### src/rtl/cfr_pkg.sv
// Shared constants, command codes and the command-to-action decode for the
// serial command frame receiver. Assumes a 4-bit command field.
package cfr_pkg;

    localparam int CMD_W  = 4;
    localparam int PIN_CS = 0;
    localparam int PIN_CK = 1;
    localparam int PIN_DI = 2;
    localparam int PIN_N  = 3;

    typedef enum logic [CMD_W-1:0] {
        CMD_DISP         = 4'b0000,
        CMD_DIM_DATA     = 4'b0001,
        CMD_DISP_ANA     = 4'b0010,
        CMD_SEL_ANA      = 4'b0011,
        CMD_DISP_DIG     = 4'b0100,
        CMD_SEL_DIG      = 4'b0101,
        CMD_DISP_KEY     = 4'b0110,
        CMD_KEY_OUT      = 4'b0111,
        CMD_KEY_OUT_STOP = 4'b1000,
        CMD_KEY_STOP     = 4'b1001
    } cmd_e;

    typedef struct packed {
        logic upd_disp;
        logic set_ana;
        logic set_dig;
        logic load_dim;
        logic key_out;
        logic key_stop;
    } act_t;

    // Translate a command code into the effects it has; display-carrying
    // codes are void unless the frame was a full one.
    function automatic act_t cmd_actions(input logic [CMD_W-1:0] code, input logic full);
        act_t a;
        a = '0;
        case (code)
            CMD_DISP:         a.upd_disp = full;
            CMD_DIM_DATA:     begin a.load_dim = 1'b1; a.set_dig = 1'b1; end
            CMD_DISP_ANA:     begin a.upd_disp = full; a.set_ana = full; end
            CMD_SEL_ANA:      a.set_ana = 1'b1;
            CMD_DISP_DIG:     begin a.upd_disp = full; a.set_dig = full; end
            CMD_SEL_DIG:      a.set_dig = 1'b1;
            CMD_DISP_KEY:     begin a.upd_disp = full; a.key_out = full; end
            CMD_KEY_OUT:      a.key_out = 1'b1;
            CMD_KEY_OUT_STOP: begin a.key_out = 1'b1; a.key_stop = 1'b1; end
            CMD_KEY_STOP:     a.key_stop = 1'b1;
            default:          a = '0;
        endcase
        return a;
    endfunction

endpackage

### src/rtl/cfr_sync.sv
// Multi-stage synchronizer for a group of asynchronous pins, plus one extra
// register of the synchronized value so the parent can detect edges.
// Assumes each pin is quasi-static for several system clocks.
module cfr_sync #(
    parameter int W      = 3,
    parameter int STAGES = 2
) (
    input  logic         clk,
    input  logic         rst_n,
    input  logic [W-1:0] d_i,
    output logic [W-1:0] q_o,
    output logic [W-1:0] q_prev_o
);

    logic [W-1:0] stage [STAGES];
    logic [W-1:0] prev_q;

    for (genvar s = 0; s < STAGES; s++) begin : g_stage
        if (s == 0) begin : g_first
            // Capture the raw pins.
            always_ff @(posedge clk) begin
                if (!rst_n) stage[s] <= '0;
                else        stage[s] <= d_i;
            end
        end else begin : g_next
            // Pass along the resolver chain.
            always_ff @(posedge clk) begin
                if (!rst_n) stage[s] <= '0;
                else        stage[s] <= stage[s-1];
            end
        end
    end

    // Hold last synchronized value for edge detection.
    always_ff @(posedge clk) begin
        if (!rst_n) prev_q <= '0;
        else        prev_q <= stage[STAGES-1];
    end

    assign q_o      = stage[STAGES-1];
    assign q_prev_o = prev_q;

endmodule

### src/rtl/cfr_shifter.sv
// Frame register: shifts in one bit per enable, newest bit at index 0, and
// counts received bits saturating at the frame length. Cleared at frame start
// so bits not sent in a short frame read as zero.
module cfr_shifter #(
    parameter int FRAME_W = 64,
    localparam int CNT_W  = $clog2(FRAME_W + 1)
) (
    input  logic               clk,
    input  logic               rst_n,
    input  logic               frame_start_i,
    input  logic               shift_en_i,
    input  logic               bit_i,
    output logic [FRAME_W-1:0] sr_o,
    output logic [CNT_W-1:0]   cnt_o
);

    localparam logic [CNT_W-1:0] CNT_MAX = CNT_W'(FRAME_W);

    logic [FRAME_W-1:0] sr_q;
    logic [CNT_W-1:0]   cnt_q;

    // Shift data and track frame length.
    always_ff @(posedge clk) begin
        if (!rst_n || frame_start_i) begin
            sr_q  <= '0;
            cnt_q <= '0;
        end else if (shift_en_i) begin
            sr_q <= {sr_q[FRAME_W-2:0], bit_i};
            if (cnt_q != CNT_MAX) cnt_q <= cnt_q + 1'b1;
        end
    end

    assign sr_o  = sr_q;
    assign cnt_o = cnt_q;


    sr_hold_chk: assert property (@(posedge clk) disable iff (!rst_n)
        (!shift_en_i && !frame_start_i) |=> $stable(sr_q));


    cnt_bound_chk: assert property (@(posedge clk) disable iff (!rst_n)
        cnt_q <= CNT_MAX);

endmodule

### src/rtl/cfr_decoder.sv
// Command decoder: at frame end picks the command code from the full-frame
// or short-frame position, applies its effects to the display latches,
// brightness source and value, starts a readout and raises a stop request.
// Assumes the readout block reports when the data line is driven (busy_i).
module cfr_decoder
    import cfr_pkg::*;
#(
    parameter int FRAME_W = 64,
    parameter int CODE_LSB = 48,
    parameter int DIM_W    = 11,
    localparam int CNT_W   = $clog2(FRAME_W + 1),
    localparam int DISP_W  = FRAME_W - CMD_W,
    localparam int PAY_LSB = CODE_LSB + CMD_W
) (
    input  logic               clk,
    input  logic               rst_n,
    input  logic [FRAME_W-1:0] sr_i,
    input  logic [CNT_W-1:0]   cnt_i,
    input  logic               frame_end_i,
    input  logic               busy_i,
    input  logic               stop_ack_i,
    output logic               key_start_o,
    output logic [DISP_W-1:0]  disp_o,
    output logic               dim_digital_o,
    output logic [DIM_W-1:0]   dim_value_o,
    output logic               stop_req_o
);

    logic              full;
    logic              valid;
    logic              apply;
    logic [CMD_W-1:0]  code;
    logic [DIM_W-1:0]  dim_pick;
    logic [DISP_W-1:0] disp_pick;
    act_t              act;

    logic [DISP_W-1:0] disp_q;
    logic              dig_q;
    logic [DIM_W-1:0]  dim_q;
    logic              stop_q;

    // Choose field positions from the received frame length.
    always_comb begin
        full      = (cnt_i == CNT_W'(FRAME_W));
        valid     = (cnt_i >= CNT_W'(CMD_W));
        code      = full ? sr_i[CODE_LSB +: CMD_W] : sr_i[CMD_W-1:0];
        dim_pick  = full ? sr_i[PAY_LSB +: DIM_W] : sr_i[CMD_W +: DIM_W];
        disp_pick = {sr_i[FRAME_W-1:PAY_LSB], sr_i[CODE_LSB-1:0]};
        apply     = frame_end_i && !busy_i && valid;
        act       = apply ? cmd_actions(code, full) : '0;
    end

    // Apply the decoded command to the held state.
    always_ff @(posedge clk) begin
        if (!rst_n) begin
            disp_q <= '0;
            dig_q  <= 1'b0;
            dim_q  <= '0;
        end else begin
            if (act.upd_disp) disp_q <= disp_pick;
            if (act.set_ana)  dig_q  <= 1'b0;
            if (act.set_dig)  dig_q  <= 1'b1;
            if (act.load_dim) dim_q  <= dim_pick;
        end
    end

    // Stop request held until the scanning block acknowledges it.
    always_ff @(posedge clk) begin
        if (!rst_n)             stop_q <= 1'b0;
        else if (act.key_stop)  stop_q <= 1'b1;
        else if (stop_ack_i)    stop_q <= 1'b0;
    end

    assign key_start_o   = act.key_out;
    assign disp_o        = disp_q;
    assign dim_digital_o = dig_q;
    assign dim_value_o   = dim_q;
    assign stop_req_o    = stop_q;


    state_frozen_chk: assert property (@(posedge clk) disable iff (!rst_n)
        !frame_end_i |=> ($stable(disp_q) && $stable(dig_q) && $stable(dim_q)));


    stop_hold_chk: assert property (@(posedge clk) disable iff (!rst_n)
        (stop_q && !stop_ack_i) |=> stop_q);

endmodule

### src/rtl/cfr_readout.sv
// Key readout: loads the key-matrix bits on a start pulse, drives the data
// line and presents one bit per serial clock, bit 0 first, zeros after the
// last bit. Releases the line at the next frame end.
module cfr_readout #(
    parameter int KEY_W = 30
) (
    input  logic             clk,
    input  logic             rst_n,
    input  logic             start_i,
    input  logic [KEY_W-1:0] key_i,
    input  logic             advance_i,
    input  logic             frame_end_i,
    output logic             busy_o,
    output logic             sdo_o
);

    logic [KEY_W-1:0] sh_q;
    logic             oe_q;

    // Load, step and release the readout register.
    always_ff @(posedge clk) begin
        if (!rst_n) begin
            sh_q <= '0;
            oe_q <= 1'b0;
        end else if (start_i) begin
            sh_q <= key_i;
            oe_q <= 1'b1;
        end else if (oe_q && frame_end_i) begin
            sh_q <= '0;
            oe_q <= 1'b0;
        end else if (oe_q && advance_i) begin
            sh_q <= {1'b0, sh_q[KEY_W-1:1]};
        end
    end

    assign busy_o = oe_q;
    assign sdo_o  = oe_q & sh_q[0];


    oe_rise_chk: assert property (@(posedge clk) disable iff (!rst_n)
        $rose(oe_q) |-> $past(start_i));


    oe_fall_chk: assert property (@(posedge clk) disable iff (!rst_n)
        $fell(oe_q) |-> $past(frame_end_i));

endmodule

### src/rtl/cmd_frame_rx.sv
// Top of the serial command frame receiver. Synchronizes the pins, detects
// frame-enable and serial clock edges, and ties together the frame register,
// command decoder and key readout. Assumes the serial clock runs well below
// the system clock so every level lasts several system cycles.
module cmd_frame_rx
    import cfr_pkg::*;
#(
    parameter int FRAME_W  = 64,
    parameter int CODE_LSB = 48,
    parameter int DIM_W    = 11,
    parameter int KEY_W    = 30,
    parameter int SYNC_N   = 2,
    localparam int DISP_W  = FRAME_W - CMD_W,
    localparam int CNT_W   = $clog2(FRAME_W + 1)
) (
    input  logic              clk,
    input  logic              rst_n,
    input  logic              cs_i,
    input  logic              sclk_i,
    input  logic              sdio_i,
    input  logic [KEY_W-1:0]  key_data_i,
    input  logic              stop_ack_i,
    output logic              sdio_o,
    output logic              sdio_oe_o,
    output logic [DISP_W-1:0] disp_o,
    output logic              dim_digital_o,
    output logic [DIM_W-1:0]  dim_value_o,
    output logic              stop_req_o
);

    logic [PIN_N-1:0]   pins;
    logic [PIN_N-1:0]   pin_q;
    logic [PIN_N-1:0]   pin_prev;
    logic               cs_hi, cs_rise, cs_fall, ck_rise;
    logic               busy, shift_en, key_start;
    logic [FRAME_W-1:0] sr;
    logic [CNT_W-1:0]   cnt;

    always_comb begin
        pins         = '0;
        pins[PIN_CS] = cs_i;
        pins[PIN_CK] = sclk_i;
        pins[PIN_DI] = sdio_i;
    end

    cfr_sync #(.W(PIN_N), .STAGES(SYNC_N)) u_sync (
        .clk      (clk),
        .rst_n    (rst_n),
        .d_i      (pins),
        .q_o      (pin_q),
        .q_prev_o (pin_prev)
    );

    // Edge events in the system clock domain.
    always_comb begin
        cs_hi    = pin_q[PIN_CS];
        cs_rise  = pin_q[PIN_CS] & ~pin_prev[PIN_CS];
        cs_fall  = ~pin_q[PIN_CS] & pin_prev[PIN_CS];
        ck_rise  = pin_q[PIN_CK] & ~pin_prev[PIN_CK];
        shift_en = cs_hi & ck_rise & ~busy;
    end

    cfr_shifter #(.FRAME_W(FRAME_W)) u_shift (
        .clk           (clk),
        .rst_n         (rst_n),
        .frame_start_i (cs_rise),
        .shift_en_i    (shift_en),
        .bit_i         (pin_q[PIN_DI]),
        .sr_o          (sr),
        .cnt_o         (cnt)
    );

    cfr_decoder #(.FRAME_W(FRAME_W), .CODE_LSB(CODE_LSB), .DIM_W(DIM_W)) u_dec (
        .clk           (clk),
        .rst_n         (rst_n),
        .sr_i          (sr),
        .cnt_i         (cnt),
        .frame_end_i   (cs_fall),
        .busy_i        (busy),
        .stop_ack_i    (stop_ack_i),
        .key_start_o   (key_start),
        .disp_o        (disp_o),
        .dim_digital_o (dim_digital_o),
        .dim_value_o   (dim_value_o),
        .stop_req_o    (stop_req_o)
    );

    cfr_readout #(.KEY_W(KEY_W)) u_read (
        .clk         (clk),
        .rst_n       (rst_n),
        .start_i     (key_start),
        .key_i       (key_data_i),
        .advance_i   (cs_hi & ck_rise),
        .frame_end_i (cs_fall),
        .busy_o      (busy),
        .sdo_o       (sdio_o)
    );

    assign sdio_oe_o = busy;

endmodule

### config.mk
export PLATFORM = sky130hd
export DESIGN_NAME = cmd_frame_rx
export DESIGN_NICKNAME = d
export VERILOG_FILES = /design/src/rtl/cfr_pkg.sv /design/src/rtl/cfr_sync.sv /design/src/rtl/cfr_shifter.sv /design/src/rtl/cfr_decoder.sv /design/src/rtl/cfr_readout.sv /design/src/rtl/cmd_frame_rx.sv
export SDC_FILE = /design/constraint.sdc
export NUM_CORES = 1
export LEC_CHECK = 0
export CORE_MARGIN = 2
export CORE_UTILIZATION = 58
export CTS_CLUSTER_SIZE = 10
export DETAILED_ROUTE_END_ITERATION = 12
export GPL_ROUTABILITY_DRIVEN = 0
export PLACE_DENSITY = 0.85
export SLEW_MARGIN = 20
export SYNTH_ARGS = -nofsm -noshare
export SYNTH_HDL_FRONTEND = slang
export SYNTH_SLANG_ARGS = --single-unit
### constraint.sdc
create_clock -name clk -period 6.1 [get_ports clk]
set_clock_uncertainty 0.05 [all_clocks]
set_input_delay 0.61 -clock clk [delete_from_list [all_inputs] [get_ports clk]]
set_output_delay 0.61 -clock clk [all_outputs]
set_load 0.01 [all_outputs]
Word level (Yosys, flattened, before mapping)
Memories as Yosys holds them, arrays and structs flattened.
Index checks and enable logic that the tools add are counted.
{"block": "op_classes", "addsub": 1, "mul": 0, "n_div": 0, "order_cmp": 1, "eq_ne": 11, "shifts": 0, "muxes": 22, "bitwise": 12, "n_reduce_logical": 17}
{"operator": "$mux W30", "n": 3}
{"operator": "$eq A4 B3 Y1 const B", "n": 4}
{"operator": "$mux W1", "n": 11}
{"operator": "$mux W11", "n": 1}
{"operator": "$eq A4 B2 Y1 const B", "n": 2}
{"operator": "$eq A4 B4 Y1 const B", "n": 2}
{"operator": "$add A7 B1 Y7 const B", "n": 1}
{"operator": "$eq A7 B7 Y1 const B", "n": 1}
{"operator": "$ge A7 B3 Y1 const B", "n": 1}
{"operator": "$ne A7 B7 Y1 const B", "n": 1}
{"operator": "$and A1 B1 Y1", "n": 6}
{"operator": "$mux W3", "n": 2}
{"operator": "$mux W6", "n": 1}
{"operator": "$pmux W1 S2", "n": 3}
{"operator": "$reduce_bool A2 Y1", "n": 3}
{"operator": "$reduce_or A2 Y1", "n": 3}
{"operator": "$eq A4 B1 Y1 const B", "n": 1}
{"operator": "$logic_and A1 B1 Y1", "n": 4}
{"operator": "$logic_not A4 Y1", "n": 1}
{"operator": "$mux W4", "n": 1}
{"operator": "$not A1 Y1", "n": 4}
{"operator": "$reduce_or A4 Y1", "n": 1}
{"operator": "$reduce_bool A3 Y1", "n": 1}
{"operator": "$logic_not A1 Y1", "n": 2}
{"operator": "3 further kinds", "n": 4}
{"block": "totals", "regBits": 177, "latchBits": 0, "ramBits": 6, "mem_bits_ro": 0, "inputBits": 36, "output_inout_bits": 75, "wordCells": 74, "n_memories": 1}
{"name": "u_sync.stage", "words": 2, "word_bits": 3, "read_ports": 2, "rd_ports_with_merged_regs": 0, "wr": 2, "line": "cfr_sync.sv:15", "source": "logic [W-1:0] stage [STAGES];"}

Logic depth before layout (Yosys ltp)
Gate-level depths: netlist of the first run.
{"block": "logic_depth", "word_depth": 8, "ltp_mapped": 9, "depth_no_buf": 7}

Cells and area by module
Synthesis of the first run repeated with hierarchy kept, for this count alone.
{"block": "unflattened", "cells_unflattened": 807, "area_unflattened_um2": 7409.6}
{"module": "cfr_decoder", "instances": 1, "cells_each": 363, "area_each_um2": 2932.8, "seq_area_each_um2": 1461.4}
{"module": "cfr_shifter", "instances": 1, "cells_each": 248, "area_each_um2": 2592.5, "seq_area_each_um2": 1421.4}
{"module": "cfr_readout", "instances": 1, "cells_each": 174, "area_each_um2": 1614.0, "seq_area_each_um2": 620.6}
{"module": "cfr_sync", "instances": 1, "cells_each": 18, "area_each_um2": 236.5, "seq_area_each_um2": 180.2}
{"module": "cmd_frame_rx", "instances": 1, "cells_each": 4, "area_each_um2": 33.8, "seq_area_each_um2": 0.0}

Least setup slack after synthesis of the first run
No wires, ideal clock.
{"block": "synth_timing", "path_type": "register to register", "startpoint": "register u_shift.cnt_q[2], in the netlist u_shift.cnt_o[2]", "endpoint": "register u_read.sh_q[0]", "setup_ns": 0.072, "arrival_time_ns": 2.388, "t_required_ns": 5.978, "path_slack_ns": 3.590, "path_stages_with_launch": 7, "path_buffers": 1, "synth_period_minus_slack_ns": 2.510, "cell_sequence": "dfxtp_1 or4_4 or4_4 and2_4 o41ai_4 buf_6 mux2i_1"}
{"block": "synth_via", "elab_chain_cells": 7, "elab_cells_between_ends": 12, "cone_classes": "order compare: 1; eq/ne: 4; mux: 4; reduce/logical: 3"}
{"item": "start: declaration", "line": "cfr_shifter.sv:20", "source": "logic [CNT_W-1:0] cnt_q;"}
{"item": "start signal: assignment", "line": "cfr_shifter.sv:29", "source": "if (cnt_q != CNT_MAX) cnt_q <= cnt_q + 1'b1;"}
{"item": "$eq A7 B7 Y1", "line": "cfr_decoder.sv:44", "source": "full = (cnt_i == CNT_W'(FRAME_W));"}
{"item": "$mux W4", "line": "cfr_decoder.sv:46", "source": "code = full ? sr_i[CODE_LSB +: CMD_W] : sr_i[CMD_W-1:0];"}
{"item": "$eq A4 B3 Y1 or $eq A4 B4 Y1 (tied branches)", "line": "cfr_pkg.sv:38", "source": "case (code)"}
{"item": "$reduce_or A2 Y1 (no line)"}
{"item": "$pmux W1 S2", "line": "cfr_pkg.sv:38"}
{"item": "$mux W6 *", "line": "cfr_decoder.sv:50", "source": "act = apply ? cmd_actions(code, full) : '0;"}
{"item": "$reduce_bool A3 Y1 (no line) or $mux W30 (tied branches)"}
{"item": "end signal: assignment", "line": "cfr_readout.sv:26", "source": "sh_q <= key_i;"}
{"item": "end signal: assignment", "line": "cfr_readout.sv:32", "source": "sh_q <= {1'b0, sh_q[KEY_W-1:1]};"}
{"item": "end: declaration", "line": "cfr_readout.sv:17", "source": "logic [KEY_W-1:0] sh_q;"}
Every way passes the cells marked *; elsewhere a longest branch is shown, timed or not.
A chain may end at the register's enable or synchronous reset.

Final worst setup path of the first run
{"block": "layout_timing", "startpoint": "register u_shift.cnt_q[2], in the netlist u_shift.cnt_o[2]", "endpoint": "register u_read.sh_q[22]"}
The elaborated chain is that of the path after synthesis.

==> flow_summary.json, run 1 <==
{
  "syn_avg_cell_area_sq_um": 8.366,
  "relSlewSlack_pct": 37.58,
  "worstSetupPathType": "reg -> reg",
  "synthesis.area_sq_um": 7128,
  "max_freq_mhz": 350.7,
  "cts_setup_buffers": 0,
  "tns_ns": 0,
  "nFillCells": 882,
  "peakVddDrop_mv": 0.1856,
  "end_kind": "register",
  "cts_tree": "done",
  "clock_path_buffers": 2,
  "antenna_found_initial": 0,
  "dp_hpwl_um": 9403,
  "start_util_pct": 59.34,
  "overflow": 0,
  "drive_gt1_share_pct": 8.995,
  "grt_start_max_net_pins": 76,
  "cts.sink_count": 183,
  "powerDensity_nw_per_um2": 279.3,
  "min_period_ns": 2.851,
  "synth.top_cell.area_share_pct": 51.40,
  "cap_violations": 0,
  "crit_chain": "or4_4 -> or4_4 -> and2_4 -> o41ai_4 -> buf_4 -> mux2i_1",
  "postCtsHoldBufs": 0,
  "syn_nets": 890,
  "rsz0062_at_grt": "false",
  "yosys_warnings": 0,
  "crit_slowest_cell": "or4_4",
  "yosysMostFrequentCell": "nand2_1",
  "slew_viol_final": 0,
  "synth-edff-count": 0,
  "cts-buffers-inserted": 17,
  "dp_slack_ns": 3.102,
  "ys.flop_type": "dfxtp_1",
  "grt_pass1_wl_um": 26070,
  "rows": 40,
  "finalCritPeriodShare_pct": 46.74,
  "synth_area_leader_cell": "dfxtp_1",
  "die_h_um": 114.9,
  "cp.buffers_inverters": 1,
  "core_sq_um": 12010,
  "finalSetupViolCount": 0,
  "grt_use_total_pct": 24.58,
  "drt_iter0_markers": 507,
  "cp.required_ns": 6.40,
  "n_antenna_cell": 0,
  "timing_hold_violations_final": 0,
  "cp_top_family": "simple AND/OR/NAND/NOR gates",
  "clkTransAtPathRegs_ns": 0.06,
  "first_pass_iters": 5,
  "worstPathMaxFanout": 31,
  "cts_root_buffer": "clkbuf_16",
  "multi_input_area_sq_um": 3239,
  "synth-async-reset-ratio_pct": 0,
  "clkLatencyLatePin_ns": 0.44,
  "status": "completed",
  "die_area_sq_um": 13190,
  "synth_area_leaders": "dfxtp_1 (51%), nand2_1 (17%), a21oi_1 (9.8%)",
  "routed_wl_um": 15830,
  "ios": 111,
  "wl_per_cell_um": 14.49,
  "reg2reg_slack_ns": 3.25,
  "final-seq-area_sq_um": 3664,
  "cpMostUsedCell": "or4_4",
  "die_width_um": 114.9,
  "synthCells": 852,
  "worst_slew_pin_slew_ns": 0.9312,
  "synth.ff_latch_count": 183,
  "yosysUniqueCellTypes": 41,
  "io_buffers": 110,
  "synth_common_cells": "nand2_1 (314), dfxtp_1 (183), a21oi_1 (139), clkbuf_1 (52), mux2i_1 (42)",
  "start_kind": "register",
  "hp-class": "reg -> reg",
  "vias": 6046,
  "critPathMaxStageDelay_ns": 0.59,
  "p_leak_uw": 0.003001,
  "cts_resized": 0,
  "route.detailed.drc": 0,
  "final_core_util_pct": 74.66,
  "seq_area_frac_synth_pct": 51.40,
  "htreeDepth": 4,
  "grt_pass1_vias": 5555,
  "antenna_left": 0,
  "worstPathArrival_ns": 3.16,
  "fin_ws_ns": 3.249,
  "vias_per_cell": 5.537,
  "timing.hold.ws_ns": 0.3860,
  "area_growth_syn_to_layout_pct": 25.80,
  "nets": 970
}
[kinds of logic after synthesis]
| logic type | synth area share, % |
|---|---|
| multiplexers | 10.48 |
| XOR/XNOR | 0.6145 |
| buffers and inverters | 3.756 |
| flip-flops | 51.40 |
| adder cells (fa/ha/maj) | 0.3510 |
| AO/OA/AOI/OAI | 13.04 |
| AND/OR/NAND/NOR | 20.36 |
[flip-flops by register name, indices dropped and copies added (netlist names)]
register	count
u_dec.stop_req_o	1
u_dec.disp_o	60
u_read.busy_o	1
u_shift.sr_o	64
u_read.sh_q	30
u_dec.dim_value_o	11
u_dec.dim_digital_o	1
u_shift.cnt_o	7
u_sync.q_prev_o	2
u_sync.stage	6
[path summary, 6_finish.rpt]
kind,start,endpoint,cells past startpoint
max,u_shift.cnt_o[2]$_SDFFE_PP0P_,u_read.sh_q[22]$_SDFFE_PN0P_,6
min,u_sync.stage[0][2]$_SDFF_PN0_,u_sync.stage[1][2]$_SDFF_PN0_,1
max reg2reg,u_shift.cnt_o[2]$_SDFFE_PP0P_,u_read.sh_q[22]$_SDFFE_PN0P_,6
min reg2reg,u_sync.stage[0][2]$_SDFF_PN0_,u_sync.stage[1][2]$_SDFF_PN0_,1
[cell usage in the layout, fill, tap and decap left out, types with 4 or more instances in the layout]
cell / count
bufinv_16: 6
clkdlybuf4s50_1: 110
a311oi_1: 11
o21ai_0: 5
nor2_1: 10
inv_1: 4
clkbuf_16: 17
dfxtp_1: 183
buf_4: 11
nand2_1: 314
and2_1: 9
mux2_2: 29
mux2i_1: 42
a21oi_1: 139
[per-stage QoR]
step                      total power, uW  std cells  cell area [sq um]
after floorplan                      1254        852               7128
after global placement               1285       1060               8283
after detailed placement             1285       1060               8283
after CTS                            2512       1092               8961
after global routing                 2573       1092               8967
final                                2504       1092               8967
[power by group]
| group | switching [uW] | leakage [uW] | internal (uW) |
|---|---|---|---|
| clock | 455 | 0.000334 | 790 |
| sequential | 1.28 | 0.00147 | 1200 |
| combinational | 34.4 | 0.00119 | 26.6 |
| total | 491 | 0.00300 | 2010 |
[metal layers]
layer | global-route usage [%] | wire length [um] | vias up
met5 | 0 | 0 | -
met4 | 8.996 | 260 | 0
met3 | 6.642 | 958 | 26
met2 | 40.31 | 7729 | 194
met1 | 31.26 | 6880 | 2828
li1 | - | - | 2998
[area by class of cell]
cell class	count	area share, %
well taps	147	2.051
multi-input cells	604	36.12
clock inverters	12	2.470
inverters	5	0.2093
clock buffers	20	5.093
flip-flops and latches	183	40.85
repair buffers	121	13.20
No activity file was read; power rests on OpenSTA's default activity.
==> run 2: changes to the inputs <==
Settings changed: CORE_UTILIZATION 58 to 53, PLACE_DENSITY 0.85 to 0.79.
Clock period 6.1 ns to 2.8 ns, I/O delays scaled along.
==> run 2 against run 1 <==
Global-route usage decreased by 1.3 points; utilization fell by 6.2 points; worst hold slack lost 0.034 ns; sequential share of layout area shrank 0.27 points; worst setup slack worse by 3.1 ns; combinational power is 130% higher; total power rose by 100%; fmax up 6.9%; routed wire length grew 0.13%; highest routed layer unchanged.
==> flow_summary.json, run 2 (synthesis results as in run 1) <==
{
  "status": "completed",
  "final_common_cell": "nand2_1",
  "cts_resized": 0,
  "start_kind": "register",
  "worstPathMaxFanout": 31,
  "worstSetupPathType": "reg -> reg",
  "peakVddDrop_mv": 0.3766,
  "final_cell_mix": "nand2_1 (314), dfxtp_1 (183), a21oi_1 (139)",
  "n_antenna_cell": 0,
  "start_util_pct": 54.04,
  "powerDensity_nw_per_um2": 564.6,
  "grt_use_total_pct": 23.26,
  "antenna_left": 0,
  "die_width_um": 120.0,
  "postCtsHoldBufs": 0,
  "antenna_found_initial": 0,
  "min_to": "u_read.sh_q[16]$_SDFFE_PN0P_",
  "cts_root_buffer": "clkbuf_16",
  "clkLatencyLatePin_ns": 0.43,
  "dp_slack_ns": 0.1651,
  "routed_wl_um": 15850,
  "vias": 5925,
  "fin_ws_ns": 0.1323,
  "r2r_end": "u_read.sh_q[6]$_SDFFE_PN0P_",
  "reg2regPathDepth": 6,
  "slew_viol_final": 0,
  "io_buffers": 110,
  "cts_tree": "done",
  "pwr-share-seq_pct": 51.2,
  "nFillCells": 1072,
  "p_sw_share_pct": 20.86,
  "finalSetupViolCount": 0,
  "p_clk_share_pct": 46.0,
  "final-seq-area_sq_um": 3664,
  "multi_input_area_sq_um": 3237,
  "clock_path_buffers": 2,
  "p_leak_uw": 0.003001,
  "core_sq_um": 13190,
  "dp_hpwl_um": 10160,
  "nets": 979,
  "finalCritPeriodShare_pct": 95.27,
  "cts_setup_buffers": 0,
  "hp-class": "in -> reg",
  "cts-buffers-inserted": 17,
  "die_h_um": 120.0,
  "die_area_sq_um": 14390,
  "worstPathArrival_ns": 2.97,
  "cap_violations": 0,
  "rows": 42,
  "drt_iter0_markers": 404,
  "clkTransAtPathRegs_ns": 0.07,
  "grt_pass1_vias": 5783,
  "end_kind": "register",
  "area_growth_syn_to_layout_pct": 26.65,
  "max_freq_mhz": 374.9,
  "p_int_uw": 4033,
  "timing.rr.start": "u_shift.cnt_o[2]$_SDFFE_PP0P_",
  "route.detailed.drc": 0,
  "grt_start_max_net_pins": 75,
  "min_path_cells": 3,
  "reg2reg_slack_ns": 0.13,
  "htreeDepth": 4,
  "drive_gt1_share_pct": 9.654,
  "p_comb_share_pct": 2.8,
  "min_period_ns": 2.668,
  "relSlewSlack_pct": 45.59,
  "vias_per_cell": 5.248,
  "rsz0062_at_grt": "false",
  "cts.sink_count": 183,
  "power.net_switching_uw": 1063,
  "grt_pass1_wl_um": 27140,
  "first_pass_iters": 4,
  "worst_slew_pin_slew_ns": 0.8162,
  "largest_reg_flops": 64,
  "hp-start": "key_data_i[16]",
  "ios": 111,
  "cp.required_ns": 3.10,
  "overflow": 0,
  "timing_hold_violations_final": 0,
  "tns_ns": 0,
  "wl_per_cell_um": 14.04
}
run 2: cell types whose count changed in the layout (fill, tap and decap cells not counted):
cell / before / now
buf_4: 11 / 16
bufinv_16: 6 / 2
buf_12: 0 / 3
clkinvlp_4: 0 / 3
buf_16: 0 / 1
clkbuf_1: 1 / 2
clkinv_2: 3 / 2
clkinv_4: 2 / 1
inv_6: 1 / 2
or4_2: 0 / 1
or4_4: 3 / 2
run 2: how the worst max path moves through the flow:
stage | from | endpoint | slack, ns | depth (start not counted)
5_1_grt | u_shift.cnt_o[2]$_SDFFE_PP0P_ | u_read.sh_q[2]$_SDFFE_PN0P_ | 0.05 | 6
6_report | u_shift.cnt_o[2]$_SDFFE_PP0P_ | u_read.sh_q[6]$_SDFFE_PN0P_ | 0.13 | 6
2_1_floorplan | u_shift.cnt_o[2]$_SDFFE_PP0P_ | u_read.sh_q[0]$_SDFFE_PN0P_ | 0.29 | 6
3_3_place_gp | u_shift.cnt_o[2]$_SDFFE_PP0P_ | u_read.sh_q[9]$_SDFFE_PN0P_ | 0.24 | 6
4_1_cts | u_shift.cnt_o[2]$_SDFFE_PP0P_ | u_read.sh_q[6]$_SDFFE_PN0P_ | 0.13 | 6
3_5_place_dp | u_shift.cnt_o[2]$_SDFFE_PP0P_ | u_read.sh_q[4]$_SDFFE_PN0P_ | 0.17 | 6
run 2: area by class of cell:
cell class                 instances  area share, %
sequential                       183          40.58
multi-input combinational        604          35.86
timing repair buffer             130          14.50
clock buffer                      21          5.100
tap                              176          2.439
clock inverter                    10          1.317
inverter                           5         0.2079
run 2: critical path, cell delays in order (launching register included):
cell and delay [ns]:
dfxtp_1 0.37, or4_4 0.59, or4_4 0.50, and2_4 0.16, o41ai_4 0.39, buf_12 0.28, mux2i_1 0.23
run 2: stage by stage:
stage	cells	area, sq um	util (%)	hold WS, ns	total power, uW
after global routing	1129	9027	68.44	0.3585	5259
after floorplan	852	7128	-	0.3573	2731
final	1129	9027	68.44	0.3515	5097
after CTS	1129	9024	68.41	0.3389	5139
after global placement	1097	8417	63.81	0.3645	2804
after detailed placement	1098	8444	64.02	0.3685	2811
run 2: power by group through the flow:
stage | Combinational [uW] | Sequential (uW) | Clock [uW]
floorplan | 63.3 | 2670 | 0
global placement | 135 | 2670 | 0
detailed placement | 143 | 2670 | 0
CTS | 143 | 2610 | 2390
global route | 157 | 2610 | 2490
finish | 143 | 2610 | 2340
run 2: routing by layer:
metal | vias to the layer above | share of wire (%) | track usage, %
met1 | 2750 | 44 | 29.04
met4 | 0 | 2.0 | 9.044
met3 | 24 | 5.4 | 6.987
met2 | 141 | 48 | 37.75
met5 | - | 0 | 0
li1 | 3010 | - | -
==> run 3: changes to the inputs <==
Settings changed: CORE_UTILIZATION 53 to 56, CTS_BUF_LIST set to sky130_fd_sc_hd__clkbuf_4 sky130_fd_sc_hd__clkbuf_8, HOLD_SLACK_MARGIN set to 0.06, PLACE_DENSITY 0.79 to 0.83.
==> run 3 against run 2 <==
Total power is 13% lower; worst setup slack hardly changed; via count is 0.51% lower; sequential share of layout area is 0.99 points higher; die area is 5.2% lower; cell count is 0.18% lower; largest power group unchanged; global-route usage is 0.094 points higher; fmax hardly changed; register-to-register slack hardly changed.
==> flow_summary.json, run 3 (synthesis results as in run 1) <==
{
  "p_int_uw": 3462,
  "cts_setup_buffers": 0,
  "routed_wl_um": 15370,
  "io_buffers": 110,
  "reg2reg_slack_ns": 0.13,
  "die_h_um": 116.8,
  "antenna_left": 0,
  "ios": 111,
  "p_comb_share_pct": 3.2,
  "post_dp_cell_area_sq_um": 8414,
  "timing.rr.start": "u_shift.cnt_o[2]$_SDFFE_PP0P_",
  "slew_viol_final": 0,
  "reg2regPathDepth": 6,
  "postCtsHoldBufs": 0,
  "cap_violations": 0,
  "worstPathMaxFanout": 31,
  "peakVddDrop_mv": 0.3147,
  "start_kind": "register",
  "rsz0062_at_grt": "false",
  "first_pass_iters": 5,
  "clkLatencyLatePin_ns": 0.46,
  "cts_resized": 0,
  "die_width_um": 116.8,
  "tns_ns": 0,
  "worstSetupPathType": "reg -> reg",
  "cp-endpoint": "u_read.sh_q[24]$_SDFFE_PN0P_",
  "clock_path_buffers": 2,
  "timing_hold_violations_final": 0,
  "dp_hpwl_um": 9966,
  "clkTransAtPathRegs_ns": 0.09,
  "final_cell_mix": "nand2_1 (314), dfxtp_1 (183), a21oi_1 (139)",
  "cts_tree": "done",
  "largest_reg_flops": 64,
  "grt_pass1_wl_um": 25250,
  "grt_pass1_vias": 5364,
  "drt_iter0_markers": 425,
  "multi_input_area_sq_um": 3233,
  "p_sw_share_pct": 21.49,
  "p_leak_uw": 0.002924,
  "finalSetupViolCount": 0,
  "final_common_cell": "nand2_1",
  "finalCritPeriodShare_pct": 95.27,
  "min_period_ns": 2.668,
  "status": "completed",
  "p_clk_share_pct": 37.7,
  "start_util_pct": 56.95,
  "core_sq_um": 12520,
  "cp.required_ns": 3.12,
  "wl_per_cell_um": 13.63,
  "pwr-share-seq_pct": 59.1,
  "max_freq_mhz": 374.9,
  "r2r_end": "u_read.sh_q[24]$_SDFFE_PN0P_",
  "power.net_switching_uw": 947.4,
  "hp-class": "in -> reg",
  "area_growth_syn_to_layout_pct": 23.64,
  "route.detailed.drc": 0,
  "vias_per_cell": 5.231,
  "worst_slew_pin_slew_ns": 0.7772,
  "worstPathArrival_ns": 2.99,
  "overflow": 0,
  "cts-buffers-inserted": 17,
  "crit_start": "u_shift.cnt_o[2]$_SDFFE_PP0P_",
  "drive_gt1_share_pct": 10.05,
  "powerDensity_nw_per_um2": 500.3,
  "cts_root_buffer": "clkbuf_8",
  "relSlewSlack_pct": 48.19,
  "htreeDepth": 4,
  "end_kind": "register",
  "grt_start_max_net_pins": 75,
  "final-seq-area_sq_um": 3664,
  "grt_use_total_pct": 23.35,
  "vias": 5895,
  "fin_area_sq_um": 8813,
  "rows": 41,
  "n_antenna_cell": 0,
  "die_area_sq_um": 13650,
  "antenna_found_initial": 0,
  "cts.sink_count": 183,
  "nets": 981,
  "nFillCells": 1039
}
[run 3: cell count changes in the layout (fill, tap and decap cells not counted), sizes merged]
cell	previous run	this run
clkinv	3	6
buf	20	22
inv	7	5
bufinv	2	1
clkbuf	21	22
clkinvlp	3	2
[run 3: worst min path at each step]
stage,start,endpoint,depth (start not counted)
after floorplan,cs_i,u_sync.stage[0][0]$_SDFF_PN0_,1
after global placement,u_sync.stage[0][0]$_SDFF_PN0_,u_sync.stage[1][0]$_SDFF_PN0_,1
after detailed placement,u_sync.stage[0][1]$_SDFF_PN0_,u_sync.stage[1][1]$_SDFF_PN0_,1
after CTS,key_data_i[11],u_read.sh_q[11]$_SDFFE_PN0P_,3
after global routing,key_data_i[13],u_read.sh_q[13]$_SDFFE_PN0P_,3
final,key_data_i[9],u_read.sh_q[9]$_SDFFE_PN0P_,3
[run 3: stage by stage]
| step | hold slack [ns] | setup slack [ns] | cells | total power (uW) | util [%] |
|---|---|---|---|---|---|
| final | 0.3215 | 0.1324 | 1127 | 4410 | 70.41 |
| after detailed placement | 0.3684 | 0.1833 | 1095 | 2803 | 67.22 |
| after global routing | 0.3042 | 0.04944 | 1127 | 4579 | 70.41 |
| after global placement | 0.3646 | 0.2207 | 1095 | 2802 | 67.22 |
| after floorplan | 0.3573 | 0.2902 | 852 | 2731 | - |
| after CTS | 0.2920 | 0.1262 | 1126 | 4433 | 70.19 |
[run 3: worst max-delay path, stage by stage, from the launching register on]
cell,delay (ns)
dfxtp_1,0.37
or4_4,0.59
or4_4,0.50
and2_4,0.16
o41ai_4,0.38
buf_12,0.28
mux2i_1,0.24
[run 3: layer usage]
| layer | part of all wire (%) | track usage [%] |
|---|---|---|
| met1 | 46 | 30.89 |
| met2 | 47 | 36.99 |
| met5 | 0 | 0 |
| met3 | 5.4 | 6.488 |
| met4 | 1.6 | 8.235 |
[run 3: cell type report]
cell class,instances,share of cell area [%]
tap,172,2.442
sequential,183,41.57
multi-input combinational,604,36.68
inverter,5,0.2129
clock inverter,9,0.8518
clock buffer,22,3.365
timing repair buffer,132,14.88
[run 3: power by group through the flow]
stage	sequential (uW)	clock (uW)	combinational, uW
global route	2610	1820	154
CTS	2610	1690	136
global placement	2670	0	134
finish	2610	1660	141
detailed placement	2670	0	134
floorplan	2670	0	63.3
